## config.mk

```make
export PLATFORM = sky130hd
export DESIGN_NAME = sfr_guard_top
export DESIGN_NICKNAME = d
export VERILOG_FILES = /design/src/rtl/sfr_guard_pkg.sv /design/src/rtl/unlock_window.sv /design/src/rtl/guarded_reg.sv /design/src/rtl/sfr_guard_top.sv
export SDC_FILE = /design/constraint.sdc
export NUM_CORES = 1
export LEC_CHECK = 0
export BUFFER_PORTS_ARGS = -buffer_cell sky130_fd_sc_hd__buf_2
export CAP_MARGIN = 0
export CORE_ASPECT_RATIO = 1.75
export CORE_MARGIN = 1
export CORE_UTILIZATION = 43
export CTS_CLUSTER_DIAMETER = 100
export DETAILED_ROUTE_END_ITERATION = 8
export GPL_ROUTABILITY_DRIVEN = 0
export PLACE_DENSITY = 0.73
export SLEW_MARGIN = 15
export SYNTH_ARGS = -nofsm -noshare
export SYNTH_HDL_FRONTEND = slang
export SYNTH_HIERARCHICAL = 1
export SYNTH_SLANG_ARGS = --single-unit
export TNS_END_PERCENT = 50
```

## constraint.sdc

```tcl
create_clock -name clk -period 5.3 [get_ports clk]
set_input_delay 0.795 -clock clk [delete_from_list [all_inputs] [get_ports clk]]
set_output_delay 0.795 -clock clk [all_outputs]
set_load 0.1 [all_outputs]
```

## src/rtl/sfr_guard_pkg.sv

```systemverilog
package sfr_guard_pkg;

    localparam int NREG    = 9;
    localparam int KEY_IDX = 9;

    typedef logic [7:0] byte_t;

    localparam byte_t KEY_OPEN = 8'hAA;
    localparam byte_t KEY_ARM  = 8'h55;

    // per-register masks, indexed by address offset
    localparam byte_t FREE_TBL [NREG] = '{8'h0F, 8'hEF, 8'hFF, 8'hB9, 8'h7F,
                                          8'hFF, 8'hFF, 8'hFF, 8'hFF};
    localparam byte_t WRM_TBL  [NREG] = '{8'hF7, 8'hFE, 8'h0F, 8'hFF, 8'hFF,
                                          8'hFF, 8'hFF, 8'hFF, 8'hFF};
    localparam byte_t BOOT_TBL [NREG] = '{8'hFB, 8'h01, 8'hF0, 8'h00, 8'h00,
                                          8'h00, 8'h00, 8'h00, 8'h00};
    localparam byte_t RDCLR_TBL[NREG] = '{8'h00, 8'h00, 8'h00, 8'h20, 8'h00,
                                          8'h00, 8'h00, 8'h00, 8'h00};

    function automatic byte_t guard_merge(byte_t old_v, byte_t new_v,
                                          byte_t free_m, byte_t wr_m,
                                          logic timed);
        byte_t open_m;
        byte_t staged;
        open_m = timed ? 8'hFF : free_m;
        staged = (old_v & ~open_m) | (new_v & open_m);
        return (old_v & ~wr_m) | (staged & wr_m);
    endfunction

endpackage

```

## src/rtl/unlock_window.sv

```systemverilog
module unlock_window
    import sfr_guard_pkg::*;
#(
    parameter int WIN_LOAD = 6
) (
    input  logic  clk,
    input  logic  rst_n,
    input  logic  key_wr,
    input  byte_t key_data,
    input  logic  retire,
    output byte_t key_o,
    output logic  timed_o
);
    localparam int CW = $clog2(WIN_LOAD + 1);
    localparam logic [CW-1:0] WIN_INIT = CW'(WIN_LOAD);

    typedef struct packed {
        byte_t         key;
        logic [CW-1:0] win;
    } win_st_t;

    win_st_t s_d, s_q;
    logic    load;

    always_comb begin
        s_d  = s_q;
        load = key_wr && (key_data == KEY_OPEN) && (s_q.win == '0);
        if (key_wr) begin
            s_d.key = key_data;
        end
        if (load) begin
            s_d.win = WIN_INIT;
        end else if (retire && (s_q.win != '0)) begin
            s_d.win = s_q.win - 1'b1;
        end
    end

    always_ff @(posedge clk) begin
        if (!rst_n) begin
            s_q <= '0;
        end else begin
            s_q <= s_d;
        end
    end

    assign key_o   = s_q.key;
    assign timed_o = (s_q.win != '0) && (s_q.key == KEY_ARM);

    // opening key on a closed window loads the full count
    a_r2_window_load: assert property (@(posedge clk) disable iff (!rst_n)
        (key_wr && key_data == KEY_OPEN && s_q.win == '0) |=> (s_q.win == WIN_INIT));

    // an open window steps down once per retire pulse
    a_r3_window_step: assert property (@(posedge clk) disable iff (!rst_n)
        (s_q.win != '0 && retire) |=> (s_q.win == $past(s_q.win) - 1'b1));

    // a closed window stays closed without the opening key
    a_r3_window_floor: assert property (@(posedge clk) disable iff (!rst_n)
        (s_q.win == '0 && !(key_wr && key_data == KEY_OPEN)) |=> (s_q.win == '0));

    // an open window is never reloaded
    a_r4_no_restart: assert property (@(posedge clk) disable iff (!rst_n)
        (s_q.win != '0 && !retire) |=> $stable(s_q.win));

    // key register follows writes
    a_r2_key_store: assert property (@(posedge clk) disable iff (!rst_n)
        key_wr |=> (s_q.key == $past(key_data)));

endmodule

```

## src/rtl/guarded_reg.sv

```systemverilog
module guarded_reg
    import sfr_guard_pkg::*;
#(
    parameter byte_t FREE_M = 8'hFF,
    parameter byte_t WR_M   = 8'hFF,
    parameter byte_t CLR_M  = 8'h00
) (
    input  logic  clk,
    input  logic  rst_n,
    input  byte_t rst_val,
    input  logic  wr,
    input  logic  rd,
    input  logic  timed,
    input  byte_t wdata,
    output byte_t q_o
);
    byte_t q_d, q_q;

    always_comb begin
        q_d = q_q;
        if (rd) begin
            q_d = q_q & ~CLR_M;
        end
        if (wr) begin
            q_d = guard_merge(q_q, wdata, FREE_M, WR_M, timed);
        end
    end

    always_ff @(posedge clk) begin
        if (!rst_n) begin
            q_q <= rst_val;
        end else begin
            q_q <= q_d;
        end
    end

    assign q_o = q_q;

    // no strobe, no change
    a_r9_idle_hold: assert property (@(posedge clk) disable iff (!rst_n)
        (!wr && !rd) |=> (q_q == $past(q_q)));

    if (WR_M != 8'hFF) begin : g_locked
        // bits outside the writable mask never move
        a_r6_locked_bits: assert property (@(posedge clk) disable iff (!rst_n)
            1'b1 |=> (((q_q ^ $past(q_q)) & ~WR_M) == 8'h00));
    end

    if (FREE_M != 8'hFF) begin : g_guarded
        // an untimed write leaves guarded bits alone
        a_r6_untimed_guard: assert property (@(posedge clk) disable iff (!rst_n)
            (wr && !timed) |=> (((q_q ^ $past(q_q)) & ~FREE_M & ~CLR_M) == 8'h00));
    end

    if (CLR_M != 8'h00) begin : g_rdclr
        // a read clears the warning bit
        a_r9_read_clear: assert property (@(posedge clk) disable iff (!rst_n)
            (rd && !wr) |=> ((q_q & CLR_M) == 8'h00));
    end

endmodule

```

## src/rtl/sfr_guard_top.sv

```systemverilog
module sfr_guard_top
    import sfr_guard_pkg::*;
#(
    parameter byte_t BASE_ADDR = 8'hE0,
    parameter int    WIN_LOAD  = 6
) (
    input  logic              clk,
    input  logic              rst_n,
    input  logic [7:0]        cfg_mem_i,
    input  logic [7:0]        cfg_part_i,
    input  logic [7:0]        cfg_crc_i,
    input  logic              wr_en_i,
    input  logic              rd_en_i,
    input  logic [7:0]        addr_i,
    input  logic [7:0]        wdata_i,
    input  logic              retire_i,
    output logic [7:0]        key_o,
    output logic [NREG*8-1:0] regs_o,
    output logic [7:0]        rdata_o
);
    localparam byte_t KEY_ADDR = BASE_ADDR + byte_t'(KEY_IDX);

    byte_t cfg_arr [NREG];
    logic  key_wr;
    logic  timed;

    always_comb begin
        for (int k = 0; k < NREG; k++) begin
            cfg_arr[k] = 8'h00;
        end
        cfg_arr[0] = cfg_mem_i;
        cfg_arr[1] = cfg_part_i;
        cfg_arr[2] = cfg_crc_i;
    end

    assign key_wr = wr_en_i && (addr_i == KEY_ADDR);

    unlock_window #(
        .WIN_LOAD (WIN_LOAD)
    ) u_window (
        .clk      (clk),
        .rst_n    (rst_n),
        .key_wr   (key_wr),
        .key_data (wdata_i),
        .retire   (retire_i),
        .key_o    (key_o),
        .timed_o  (timed)
    );

    for (genvar g = 0; g < NREG; g++) begin : g_reg
        localparam byte_t MY_ADDR = BASE_ADDR + byte_t'(g);
        logic  hit;
        byte_t q_w;

        assign hit = (addr_i == MY_ADDR);

        guarded_reg #(
            .FREE_M (FREE_TBL[g]),
            .WR_M   (WRM_TBL[g]),
            .CLR_M  (RDCLR_TBL[g])
        ) u_reg (
            .clk     (clk),
            .rst_n   (rst_n),
            .rst_val (cfg_arr[g] & BOOT_TBL[g]),
            .wr      (wr_en_i && hit),
            .rd      (rd_en_i && hit),
            .timed   (timed),
            .wdata   (wdata_i),
            .q_o     (q_w)
        );

        assign regs_o[g*8 +: 8] = q_w;
    end

    always_comb begin
        rdata_o = 8'h00;
        for (int k = 0; k < NREG; k++) begin
            if (addr_i == BASE_ADDR + byte_t'(k)) begin
                rdata_o = regs_o[k*8 +: 8];
            end
        end
        if (addr_i == KEY_ADDR) begin
            rdata_o = key_o;
        end
    end

    // a timed write needs the arming key in place beforehand
    a_r5_timed_needs_arm: assert property (@(posedge clk) disable iff (!rst_n)
        (key_wr && wdata_i != KEY_ARM) |=> !timed);

endmodule

```

==> impl_metrics.sql <==
INSERT INTO impl_metrics (metric_group, metric, value, unit) VALUES
('cells_and_area', 'final-seq-area', '0.00238', 'mm2'),
('detailed_routing', 'viasPerCell', '5.43', ''),
('global_routing', 'grt-ovfl-total', '0', ''),
('clocking', 'worst_skew_pair.late_latency', '350', 'ps'),
('worst_setup_path', 'timing.critical_path.arrival', '2910', 'ps'),
('global_routing', 'globalRouteMet1Util', '0.245', ''),
('global_routing', 'grt_pass1_vias', '3810', ''),
('placement', 'hpwlAfterDp', '10000', 'um'),
('worst_setup_path', 'critical-path-top-delay-family', 'buffers and inverters', ''),
('sta', 'max_freq', '0.270', 'GHz'),
('cells_and_area', 'post_route_cells_drive_above_1_share', '0.352', ''),
('clocking', 'clock_path_buffers', '2', ''),
('power', 'p_comb_frac', '0.316', ''),
('synthesis', 'avgSynthCellArea', '12.0', 'um2'),
('cells_and_area', 'combined_area_of_the_multi_input_logic_cells', '0.00247', 'mm2'),
('synthesis', 'syn_inst', '414', ''),
('sta', 'final_hold_viol_count', '0', ''),
('power', 'power.static_leakage', '2.57', 'nW'),
('worst_setup_path', 'crit_path_frequent_cell', 'buf_2', ''),
('cells_and_area', 'syn2layout_area_growth', '21.3', '%'),
('worst_setup_path', 'critPathLaunchType', 'input pin', ''),
('clocking', 'post_cts_resized', '0', ''),
('sta', 'tns', '0', 'ps'),
('global_routing', 'met3_usage', '0.0411', ''),
('sta', 'slew-limit-headroom', '0.539', ''),
('die', 'core_area', '0.0112', 'mm2'),
('clocking', 'clock_sinks', '83', ''),
('power', 'netSwitchingPower', '816', 'uW'),
('worst_setup_path', 'timing.critical_path.required', '4510', 'ps'),
('cells_and_area', 'fillers', '994', ''),
('global_routing', 'use_met2', '0.421', ''),
('clocking', 'cts_made_buffers', '9', ''),
('cells_and_area', 'mostFrequentLayoutCells', 'buf_2, edfxtp_1, conb_1, mux2_4, nand2b_1', ''),
('placement', 'port-buffer-count', '120', ''),
('global_routing', 'grt_pass1_wl', '20500', 'um'),
('global_routing', 'antenna_found_initial', '0', ''),
('clocking', 'post-cts-setup-buffer-count', '0', ''),
('power', 'internal-power', '1.29', 'mW'),
('outcome', 'status', 'completed', ''),
('die', 'row_count', '51', ''),
('clocking', 'postCtsHoldBufs', '0', ''),
('global_routing', 'grt_start_max_net_pins', '41', ''),
('die', 'die_h', '144', 'um'),
('worst_setup_path', 'timing_worst_setup_path_type', 'in -> out', ''),
('sta', 'worst_clock_skew', '8.35', 'ps'),
('cells_and_area', 'leading_cell_type_in_the_layout_fill_and_taps_excluded', 'buf_2', ''),
('worst_setup_path', 'max_stage_delay', '480', 'ps'),
('power', 'swShare', '0.387', ''),
('detailed_routing', 'routed-via-count', '3865', ''),
('die', 'ios', '133', ''),
('power', 'seq_power_share', '0.388', ''),
('worst_setup_path', 'critPathBufInv', '3', ''),
('clocking', 'clkSlewWorstSetupHoldPaths', '60', 'ps'),
('power', 'pwr_density_cell', '349', 'mW/mm2'),
('die', 'initial_utilization', '0.444', ''),
('sta', 'setup_viol_count_final', '0', ''),
('worst_setup_path', 'path_cells', 'buf_2 -> buf_4 -> or2_1 -> a311oi_1 -> a21oi_1 -> o221ai_1 -> buf_2', ''),
('sta', 'unrepaired_setup_endpoints_after_global_routing', 'no', ''),
('global_routing', 'global_route.usage.total', '0.231', ''),
('cells_and_area', 'finish.net_count', '622', ''),
('detailed_routing', 'drt-pass1-iter-count', '5', ''),
('clocking', 'ctsHtreeMaxLevel', '3', ''),
('detailed_routing', 'detail_route.drc_violations', '0', ''),
('clocking', 'cts-root-buf', 'clkbuf_16', ''),
('worst_setup_path', 'critPathMaxFanout', '27', ''),
('detailed_routing', 'wl_per_cell', '19.0', 'um'),
('hold_path', 'min-delay-path-class', 'reg -> reg', ''),
('cells_and_area', 'final_core_util', '0.538', ''),
('cells_and_area', 'antenna_cells', '0', ''),
('global_routing', 'grt-busiest-layer', 'met2', ''),
('die', 'die-width', '83.4', 'um');
final timing paths:
kind                     startpoint                end  slack, ps  depth (start not counted)
setup / recovery          addr_i[0]         rdata_o[7]       1600                          7
hold / removal    u_window/key_o[3]  u_window/key_o[3]        570                          2
setup reg to reg    u_window/s_q[0]          flip-flop       3200                          6
hold reg to reg   u_window/key_o[3]  u_window/key_o[3]        570                          2
area by class of cell:
type | count | share of cell area
Clock buffer | 13 | 0.0468
Clock inverter | 3 | 0.00311
Inverter | 23 | 0.0143
Multi-Input combinational cell | 334 | 0.409
Sequential cell | 83 | 0.394
Tap cell | 132 | 0.0273
Timing Repair Buffer | 124 | 0.105
power groups by stage:
stage | Combinational (mW) | Clock (mW) | Sequential, mW
final | 0.667 | 0.625 | 0.818
after global routing | 0.693 | 0.658 | 0.823
after CTS | 0.664 | 0.635 | 0.818
after detailed placement | 0.664 | 0 | 0.831
after global placement | 0.648 | 0 | 0.829
after floorplan | 0.193 | 0 | 1.18
flip-flops by register name, summed over array words and instances (netlist names), named ones only:
signal and flops:
g.u_reg/q_o 66, u_window/key_o 8, u_window/s_q 3
worst reg2reg max path: stages, from the launching register on:
cell,delay (ps)
dfxtp_1,310
inv_1,80
ha_1,240
nand2b_1,210
and3_1,650
nand2_1,130
nand2_1,210
layer usage:
metal  vias up  part of all wire
li1       1786                 -
met1      1868              0.36
met2       170              0.54
met3        41             0.048
met4         0             0.051
met5         -                 0
per-stage QoR:
step / std cells / hold WS [ps] / instance area [um2] / power, mW / setup slack (ps)
after floorplan: 473 / 475 / 5200 / 1.37 / 1250
after global placement: 696 / 540 / 5740 / 1.48 / 1690
after detailed placement: 696 / 552 / 5740 / 1.49 / 1630
after CTS: 712 / 566 / 6040 / 2.12 / 1640
after global routing: 712 / 581 / 6040 / 2.17 / 1480
final: 712 / 567 / 6040 / 2.11 / 1600
No activity file was read; power rests on OpenSTA's default activity.
